$ cat src/rtl/glyph_pkg.sv
package glyph_pkg;
    typedef enum logic [1:0] {
        ST_IDLE  = 2'd0,
        ST_READ  = 2'd1,
        ST_WRITE = 2'd2,
        ST_STEP  = 2'd3
    } gstate_t;

    localparam int SELW = 4;
    localparam logic [SELW-1:0] SEL_FG    = 4'd0;
    localparam logic [SELW-1:0] SEL_BG    = 4'd1;
    localparam logic [SELW-1:0] SEL_PMASK = 4'd2;
    localparam logic [SELW-1:0] SEL_PITCH = 4'd3;
    localparam logic [SELW-1:0] SEL_Y0    = 4'd4;
    localparam logic [SELW-1:0] SEL_X0    = 4'd5;
    localparam logic [SELW-1:0] SEL_X1    = 4'd6;
    localparam logic [SELW-1:0] SEL_XSTEP = 4'd7;
    localparam logic [SELW-1:0] SEL_YSTEP = 4'd8;
    localparam logic [SELW-1:0] SEL_GLYPH = 4'd9;

    function automatic int imax(input int a, input int b);
        return (a > b) ? a : b;
    endfunction
endpackage

$ cat src/rtl/glyph_regs.sv
module glyph_regs
    import glyph_pkg::*;
#(
    parameter int XW    = 11,
    parameter int YW    = 11,
    parameter int PW    = 12,
    parameter int PXW   = 8,
    parameter int RW    = 12,
    parameter int WORDW = 32
) (
    input  logic            clk,
    input  logic            rst_n,
    input  logic            we,
    input  logic [SELW-1:0] sel,
    input  logic [RW-1:0]   wdata,
    input  logic            advance,
    output logic [PXW-1:0]  fg,
    output logic [PXW-1:0]  bg,
    output logic [PXW-1:0]  pmask,
    output logic [PW-1:0]   pitch,
    output logic [YW-1:0]   y0,
    output logic [XW-1:0]   x0,
    output logic [XW-1:0]   x1,
    output logic [XW-1:0]   xstep,
    output logic [YW-1:0]   ystep
);
    always_ff @(posedge clk) begin
        if (!rst_n) begin
            fg    <= '0;
            bg    <= '0;
            pmask <= '0;
            pitch <= '0;
            y0    <= '0;
            x0    <= '0;
            x1    <= '0;
            xstep <= XW'(WORDW);
            ystep <= '0;
        end else if (advance) begin
            x0 <= x0 + xstep;
            y0 <= y0 + ystep;
        end else if (we) begin
            unique case (sel)
                SEL_FG:    fg    <= wdata[PXW-1:0];
                SEL_BG:    bg    <= wdata[PXW-1:0];
                SEL_PMASK: pmask <= wdata[PXW-1:0];
                SEL_PITCH: pitch <= wdata[PW-1:0];
                SEL_Y0:    y0    <= wdata[YW-1:0];
                SEL_X0:    x0    <= wdata[XW-1:0];
                SEL_X1:    x1    <= wdata[XW-1:0];
                SEL_XSTEP: xstep <= wdata[XW-1:0];
                SEL_YSTEP: ystep <= wdata[YW-1:0];
                default: ;
            endcase
        end
    end
endmodule

$ cat src/rtl/glyph_span.sv
module glyph_span #(
    parameter int XW    = 11,
    parameter int WORDW = 32,
    parameter int CW    = 6
) (
    input  logic [XW-1:0] x0,
    input  logic [XW-1:0] x1,
    output logic [CW-1:0] count
);
    logic [XW:0] diff;

    always_comb begin
        diff = {1'b0, x1} - {1'b0, x0};
        if (diff[XW])
            count = '0;
        else if (diff[XW-1:0] >= XW'(WORDW - 1))
            count = CW'(WORDW);
        else
            count = CW'(diff) + CW'(1);
    end
endmodule

$ cat src/rtl/glyph_pixel.sv
module glyph_pixel #(
    parameter int PXW = 8
) (
    input  logic           bit_in,
    input  logic [PXW-1:0] fg,
    input  logic [PXW-1:0] bg,
    input  logic [PXW-1:0] pmask,
    input  logic [PXW-1:0] old_px,
    output logic [PXW-1:0] new_px
);
    logic [PXW-1:0] colour;

    always_comb begin
        colour = bit_in ? fg : bg;
        new_px = (colour & pmask) | (old_px & ~pmask);
    end
endmodule

$ cat src/rtl/glyph_blit.sv
module glyph_blit
    import glyph_pkg::*;
#(
    parameter int XW    = 11,
    parameter int YW    = 11,
    parameter int PW    = 12,
    parameter int PXW   = 8,
    parameter int WORDW = 32,
    parameter int AW    = 24
) (
    input  logic             clk,
    input  logic             rst_n,
    input  logic             wr_valid,
    output logic             wr_ready,
    input  logic [3:0]       wr_sel,
    input  logic [WORDW-1:0] wr_data,
    output logic             busy,
    output logic             mem_valid,
    input  logic             mem_ready,
    output logic             mem_we,
    output logic [AW-1:0]    mem_addr,
    output logic [PXW-1:0]   mem_wdata,
    input  logic [PXW-1:0]   mem_rdata
);
    localparam int RW = imax(imax(XW, YW), imax(PW, PXW));
    localparam int CW = $clog2(WORDW + 1);

    gstate_t st, st_nx;

    logic [PXW-1:0]   fg, bg, plane_mask, old_q;
    logic [PW-1:0]    pitch;
    logic [YW-1:0]    y0, ystep;
    logic [XW-1:0]    x0, x1, xstep, xcur_q;
    logic [WORDW-1:0] word_q;
    logic [CW-1:0]    left_q, span_cnt;
    logic             reg_we, glyph_go, mask_full, advance;

    assign reg_we    = wr_valid && wr_ready;
    assign glyph_go  = reg_we && (wr_sel == SEL_GLYPH);
    assign mask_full = &plane_mask;
    assign advance   = (st == ST_STEP);

    glyph_regs #(
        .XW(XW), .YW(YW), .PW(PW), .PXW(PXW), .RW(RW), .WORDW(WORDW)
    ) u_regs (
        .clk(clk), .rst_n(rst_n), .we(reg_we), .sel(wr_sel),
        .wdata(wr_data[RW-1:0]), .advance(advance),
        .fg(fg), .bg(bg), .pmask(plane_mask), .pitch(pitch),
        .y0(y0), .x0(x0), .x1(x1), .xstep(xstep), .ystep(ystep)
    );

    glyph_span #(.XW(XW), .WORDW(WORDW), .CW(CW)) u_span (
        .x0(x0), .x1(x1), .count(span_cnt)
    );

    glyph_pixel #(.PXW(PXW)) u_pix (
        .bit_in(word_q[WORDW-1]), .fg(fg), .bg(bg), .pmask(plane_mask),
        .old_px(old_q), .new_px(mem_wdata)
    );

    // state register
    always_ff @(posedge clk) begin
        if (!rst_n) st <= ST_IDLE;
        else        st <= st_nx;
    end

    // next-state logic
    always_comb begin
        st_nx = st;
        unique case (st)
            ST_IDLE: begin
                if (glyph_go) begin
                    if (span_cnt == '0)  st_nx = ST_STEP;
                    else if (mask_full)  st_nx = ST_WRITE;
                    else                 st_nx = ST_READ;
                end
            end
            ST_READ: begin
                if (mem_ready) st_nx = ST_WRITE;
            end
            ST_WRITE: begin
                if (mem_ready) begin
                    if (left_q == CW'(1)) st_nx = ST_STEP;
                    else if (mask_full)   st_nx = ST_WRITE;
                    else                  st_nx = ST_READ;
                end
            end
            ST_STEP: st_nx = ST_IDLE;
            default: st_nx = ST_IDLE;
        endcase
    end

    // outputs
    always_comb begin
        wr_ready  = (st == ST_IDLE);
        busy      = (st != ST_IDLE);
        mem_valid = (st == ST_READ) || (st == ST_WRITE);
        mem_we    = (st == ST_WRITE);
        mem_addr  = AW'(y0) * AW'(pitch) + AW'(xcur_q);
    end

    // pixel datapath
    always_ff @(posedge clk) begin
        if (!rst_n) begin
            word_q <= '0;
            left_q <= '0;
            xcur_q <= '0;
            old_q  <= '0;
        end else begin
            if (glyph_go) begin
                word_q <= wr_data;
                left_q <= span_cnt;
                xcur_q <= x0;
            end
            if (st == ST_READ && mem_ready)
                old_q <= mem_rdata;
            if (st == ST_WRITE && mem_ready) begin
                word_q <= word_q << 1;
                left_q <= left_q - CW'(1);
                xcur_q <= xcur_q + XW'(1);
            end
        end
    end
endmodule

$ cat config.mk
export PLATFORM = sky130hd
export DESIGN_NAME = glyph_blit
export DESIGN_NICKNAME = d
export VERILOG_FILES = /design/src/rtl/glyph_pkg.sv /design/src/rtl/glyph_regs.sv /design/src/rtl/glyph_span.sv /design/src/rtl/glyph_pixel.sv /design/src/rtl/glyph_blit.sv
export SDC_FILE = /design/constraint.sdc
export NUM_CORES = 1
export LEC_CHECK = 0
export ABC_AREA = 1
export BUFFER_PORTS_ARGS = -buffer_cell sky130_fd_sc_hd__buf_2
export CORE_ASPECT_RATIO = 0.8
export CORE_MARGIN = 2
export CORE_UTILIZATION = 65
export DETAILED_ROUTE_END_ITERATION = 10
export GPL_TIMING_DRIVEN = 0
export PLACE_DENSITY = 0.85
export SETUP_SLACK_MARGIN = 0.15
export SLEW_MARGIN = 20
export SYNTH_ARGS = -nofsm -noshare
export SYNTH_HDL_FRONTEND = slang
export SYNTH_SLANG_ARGS = --single-unit
export TNS_END_PERCENT = 20
$ cat constraint.sdc
create_clock -name clk -period 16.81 [get_ports clk]
set_input_delay 1.681 -clock clk [delete_from_list [all_inputs] [get_ports clk]]
set_output_delay 1.681 -clock clk [all_outputs]
set_load 0.02 [all_outputs]
==> impl_metrics.toml, run 1 <==
[floorplan]
ios = 84
initial_core_util = 0.665
dieArea_um2 = 20700
core_um2 = 19100
die_y_um = 129
rows = 45
die_x_um = 160

[setup_path]
cp_data_arrival_time_ns = 6.37
cp_data_required_time_ns = 15.13
endpoint_kind = "output port"
worstSetupPathType = "reg -> out"
rr_startpoint = "u_regs.x0[0]"
reg2reg_depth = 12
cp-start-kind = "register"
path_max_fanout = 10
rrSetupSlack_ns = 14.03
timing.rr.end = "u_regs.x0[10]"

[synth]
avgSynthCellArea_um2 = 7.20
synth-seq-cells = 150
ys_top_cells_by_area = "dfxtp_1 24%, fa_1 16%, nand2_1 12%"
netlist_area_um2 = 12700
netlist-cell-type-count = 45
synth_top_area_frac = 0.236
syn_inst = 1763
ys_seq_area_frac = 0.236
ys_warn_count = 0
syn-num-nets = 2019
synth_largest_area_cell = "dfxtp_1"

[layout]
drive_gt1_frac = 0.0836
area_growth_pct = 10.6
layout.nets = 2121
fin_util = 0.736
final_cell_area_um2 = 14100
diodes = 0
fill_cells = 1511

[place]
dp_slack_ns = 9.31
dpl-instance-area_um2 = 13400
dp_hpwl_um = 26600
port_buffers = 83
gp_congestion = 1.00

[timing]
relSlewSlack = 0.484
drv_slew = 0
whs_ns = 0.472
min_period_ns = 8.05
tns_ns = 0
worst_slack_ns = 8.76
tightestPinTransition_ns = 0.775
hold_viol = 0
rsz0062_at_grt = "no"
fmax_mhz = 124
fin_skew_ns = 0.00692
finalSetupViolCount = 0
post-route-period-util = 0.479

[drt]
drt-pass1-iter-count = 8
first_iter_violations = 1432
wl_per_cell_um = 16.1
vias = 12200
drc = 0
wl_um = 34500
postRouteAntennaNets = 0
vias_per_cell = 5.70

[cts]
cts_tree = "built"
post_cts_resize_count = 0
postCtsSetupRepairBufs = 0
worst_skew_pair.late_latency_ns = 0.43
tritoncts.num_buffers = 17
hold_buffers = 0
ctsLongestPathBuffers = 2
htree_levels = 4
cts.clk_slew.worst_paths_ns = 0.06
cts_sinks = 150
cts-root-buf = "clkbuf_16"

[global_route]
grt_pass1_vias = 11700
grt_overflow_total = 0
grt_first_pass_wirelength_um = 56700
antenna_found_initial = 0
grt_max_degree = 17
grt.total_usage = 0.342

[pwr]
power_leakage_nw = 7.33
power_density_nw_per_um2 = 76.2
vdd_drop_max_mv = 0.0559

[min_path]
hold_path_startpoint = "left_q[5]"
hp-class = "reg -> reg"
holdPathEnd = "left_q[5]"
hold_path_depth = 2

[run]
cap_violations = 0

[run_status]
outcome = "complete, no violations"
## layout make-up
cell class              count  area [µm²]  share of cell area
well taps                 258         323              0.0230
plain buffers              71         280              0.0199
flip-flops and latches    150        3000               0.214
clock buffers              19         443              0.0315
clock inverters            13         170              0.0121
inverters                 347        1300              0.0927
multi-input cells        1195        8110               0.577
repair buffers             83         415              0.0296
## cells by family (layout without fill, tap and decap cells)
kind of cell               count (synthesis)  after routing  synth area share
adders and majority gates                208            208             0.266
and+or+nand+nor                          606            606             0.196
xor gates and xnor gates                  31             31            0.0214
AOI/OAI and AO/OA                        350            350             0.155
buffers and inverters                    418            533             0.125
DFF                                      150            150             0.236
## through the flow
step / total power [mW] / std cells
floorplan: 0.593 / 1763
global placement: 0.660 / 2104
detailed placement: 0.667 / 2104
CTS: 1.06 / 2136
global route: 1.11 / 2136
finish: 1.07 / 2136
## how the worst max path moves through the flow
stage,from,end,slack (ns)
after floorplan,u_regs.y0[2],mem_addr[22],10.03
final,u_regs.y0[4],mem_addr[21],8.76
after detailed placement,u_regs.y0[4],mem_addr[21],9.31
after global routing,u_regs.y0[3],mem_addr[22],8.57
after CTS,u_regs.y0[4],mem_addr[21],8.84
after global placement,u_regs.y0[4],mem_addr[21],9.48
## cells in the mapped netlist, drive strengths merged
master,number
a221oi,7
or2,5
a21oi,136
o31ai,4
a21o,2
nand3b,4
inv,341
clkbuf,59
xnor2,10
a2111oi,1
a22oi,2
dfxtp,150
o22ai,8
clkinv,6
nand3,43
a31oi,37
nor2,123
o21ai,123
o21bai,5
xor2,21
a211oi,1
o21a,2
a21boi,1
nor3,15
nand2,404
nor4,4
buf,12
o221ai,7
o2111ai,2
fa,104
ha,104
nand4,8
o211ai,12
## metal layers
metal	vias up	part of all wire	global-route usage
met3	80	0.11	0.0666
met2	650	0.44	0.547
met4	0	0.021	0.101
met1	5686	0.43	0.478
li1	5765	-	-
met5	-	0	0
## critical path: stages (launching register included)
cell      delay [ns]
dfxtp_1         0.49
clkbuf_1        0.45
nand2_1         0.15
fa_1            0.55
inv_1           0.05
fa_1            0.52
fa_1            0.44
fa_1            0.54
inv_1           0.06
fa_1            0.53
inv_1           0.04
ha_1            0.35
nand2_1         0.14
nor4_1          0.62
a21oi_1         0.24
o21bai_1        0.26
nand3_1         0.10
nand2_1         0.08
xor2_1          0.14
buf_2           0.18
## where the power goes
part,switching (mW),internal [mW]
logic,0.191,0.0880
clock network,0.163,0.240
registers,0.0145,0.374
total,0.369,0.702
## state kept, by name, summed over array words and instances, names as in the netlist
| register | count |
|---|---|
| left_q | 6 |
| old_q | 8 |
| st | 2 |
| u_regs.bg | 8 |
| u_regs.fg | 8 |
| u_regs.pitch | 12 |
| u_regs.pmask | 8 |
| u_regs.x0 | 11 |
| u_regs.x1 | 11 |
| u_regs.xstep | 11 |
| u_regs.y0 | 11 |
| u_regs.ystep | 11 |
| word_q | 32 |
| xcur_q | 11 |
## cell usage in the layout (no fill, tap or decap), types with 21 or more instances in the layout
cell	synthesis	routed
a21oi_1	132	132
a31oi_1	37	37
buf_2	10	93
clkbuf_1	58	59
dfxtp_1	150	150
fa_1	104	104
ha_1	104	104
inv_1	335	335
nand2_1	397	397
nand3_1	40	40
nor2_1	117	117
o21ai_0	119	119
xor2_1	21	21
No activity file was read; power rests on OpenSTA's default activity.
==> run 2, diff against run 1 <==
--- a/config.mk
+++ b/config.mk
@@ -9,10 +9,10 @@
 export BUFFER_PORTS_ARGS = -buffer_cell sky130_fd_sc_hd__buf_2
 export CORE_ASPECT_RATIO = 0.8
 export CORE_MARGIN = 2
-export CORE_UTILIZATION = 65
+export CORE_UTILIZATION = 57
 export DETAILED_ROUTE_END_ITERATION = 10
 export GPL_TIMING_DRIVEN = 0
-export PLACE_DENSITY = 0.85
+export PLACE_DENSITY = 0.79
 export SETUP_SLACK_MARGIN = 0.15
 export SLEW_MARGIN = 20
 export SYNTH_ARGS = -nofsm -noshare
==> constraint.sdc (replaced) <==
create_clock -name clk -period 7.25 [get_ports clk]
set_input_delay 0.725 -clock clk [delete_from_list [all_inputs] [get_ports clk]]
set_output_delay 0.725 -clock clk [all_outputs]
set_load 0.02 [all_outputs]
==> run 2 against run 1 <==
Against the previous run: clock power is 130% higher; via count is 0.45% higher; register-to-register slack worse by 9.6 ns; wire length is 2.0% higher; largest power group unchanged.
==> impl_metrics.toml, run 2 (same netlist as run 1, synthesis figures left out) <==
[run_status]
outcome = "complete, no violations"

[global_route]
grt.total_usage = 0.309
grt_first_pass_wirelength_um = 57400
grt_pass1_vias = 11400
antenna_found_initial = 0
grt_max_degree = 17
grt_overflow_total = 0

[timing]
worst_slack_ns = 0.452
finalSetupViolCount = 0
drv_slew = 0
post-route-period-util = 0.938
tightestPinTransition_ns = 0.895
hold_viol = 0
relSlewSlack = 0.404
fin_skew_ns = 0.00613
rsz0062_at_grt = "no"
fmax_mhz = 147
min_period_ns = 6.80
tns_ns = 0

[cts]
htree_levels = 4
cts.clk_slew.worst_paths_ns = 0.06
ctsLongestPathBuffers = 2
cts_sinks = 150
worst_skew_pair.late_latency_ns = 0.42
tritoncts.num_buffers = 17
hold_buffers = 0
cts-root-buf = "clkbuf_16"
cts_tree = "built"

[setup_path]
cp_data_arrival_time_ns = 6.07
cp-start-kind = "register"
rr_startpoint = "u_regs.x0[0]"
worstSetupStartpoint = "u_regs.pitch[5]"
endpoint_kind = "output port"
path_max_fanout = 10
worstSetupPathType = "reg -> out"
cp_data_required_time_ns = 6.52

[floorplan]
core_um2 = 21700
die_y_um = 138
rows = 48
dieArea_um2 = 23500
ios = 84
die_x_um = 171
initial_core_util = 0.584

[drt]
vias = 12200
wl_um = 35200
first_iter_violations = 1226
wl_per_cell_um = 16.2
vias_per_cell = 5.62
drc = 0
postRouteAntennaNets = 0
drt-pass1-iter-count = 8

[min_path]
hold_path_startpoint = "left_q[5]"
hp-class = "reg -> reg"

[layout]
final_common_cell = "nand2_1"
largest_reg_flops = 32
multiInputGateArea_um2 = 8120
layout.nets = 2121
drive_gt1_frac = 0.0884
largestRegisters = "word_q x32, u_regs.pitch x12"
diodes = 0
seq_area_um2 = 3000
fill_cells = 1945
area_growth_pct = 11.3
final_cell_mix = "397 x nand2_1, 335 x inv_1, 150 x dfxtp_1, 132 x a21oi_1, 119 x o21ai_0"
regMostFlops = "word_q"

[pwr]
power_leakage_nw = 7.35
vdd_drop_max_mv = 0.206
power_density_nw_per_um2 = 177

[place]
port_buffers = 83
dp_slack_ns = 0.821
gp_congestion = 0.921
dp_hpwl_um = 27400

[run]
cap_violations = 0
==> run 2: cell types whose count changed in the layout (fill, tap and decap cells not counted) <==
cell	before	now
clkbuf_1	59	51
clkbuf_2	1	8
clkbuf_8	1	2
clkinv_2	1	0
clkinv_4	1	6
inv_6	5	1
nor4_1	4	3
nor4_2	0	1
==> run 2: repair_timing <==
| action | 4_1_cts | 5_1_grt |
|---|---|---|
| endpoints found under the hold margin | 0 | 0 |
| resized for setup | 0 | 15 |
| setup buffers | 0 | 0 |
| endpoints found under the setup margin | 0 | 4 |
==> run 2: cell type report <==
cell class	instances	share of cell area
Inverter	347	0.0922
Clock buffer	19	0.0320
Clock inverter	13	0.0123
Tap cell	300	0.0266
Multi-Input combinational cell	1195	0.575
Buffer	71	0.0205
Sequential cell	150	0.212
Timing Repair Buffer	83	0.0294
==> run 2: worst paths after layout <==
path / end / slack, ns / cells after the start
hold reg to reg: left_q[5] / 0.48 / 2
setup / recovery: mem_addr[22] / 0.45 / 25
hold / removal: left_q[5] / 0.48 / 2
setup reg to reg: u_regs.x0[10] / 4.47 / 12
==> run 2: through the flow <==
stage	instances	power (mW)	utilization	cell area, µm²	hold WS [ns]
2_1_floorplan	1763	1.37	-	12700	0.444
3_3_place_gp	2146	1.55	0.621	13500	0.452
3_5_place_dp	2146	1.56	0.621	13500	0.465
4_1_cts	2178	2.48	0.649	14100	0.475
5_1_grt	2178	2.59	0.650	14100	0.501
6_report	2178	2.50	0.650	14100	0.475
==> run 2: critical path, cell delays in order, from the launching register on <==
cell      delay, ns
dfxtp_1        0.36
clkbuf_1       0.48
nand2_1        0.14
fa_1           0.50
inv_1          0.05
fa_1           0.49
inv_1          0.06
fa_1           0.53
inv_1          0.05
fa_1           0.47
inv_1          0.05
fa_1           0.47
inv_1          0.04
ha_1           0.32
a21oi_1        0.14
o21ai_0        0.09
a21oi_1        0.29
o21ai_1        0.16
nand2_1        0.09
nand2_1        0.11
a21oi_2        0.26
inv_1          0.06
nand2_1        0.05
nand3_1        0.07
xor2_1         0.12
buf_2          0.18
==> run 2: report_power, final <==
part / internal, mW / total (mW) / switching (mW)
Combinational: 0.205 / 0.664 / 0.459
Clock: 0.564 / 0.935 / 0.371
Sequential: 0.868 / 0.904 / 0.0358
Total: 1.64 / 2.50 / 0.866
==> run 2: per-layer routing <==
| metal | up-vias | share of wire | wire length (µm) | global-route usage |
|---|---|---|---|---|
| met5 | - | 0 | 0 | 0 |
| met4 | 0 | 0.017 | 600 | 0.0697 |
| met3 | 52 | 0.11 | 3830 | 0.0488 |
| met2 | 644 | 0.43 | 15300 | 0.478 |
| met1 | 5773 | 0.44 | 15500 | 0.457 |
| li1 | 5767 | - | - | - |
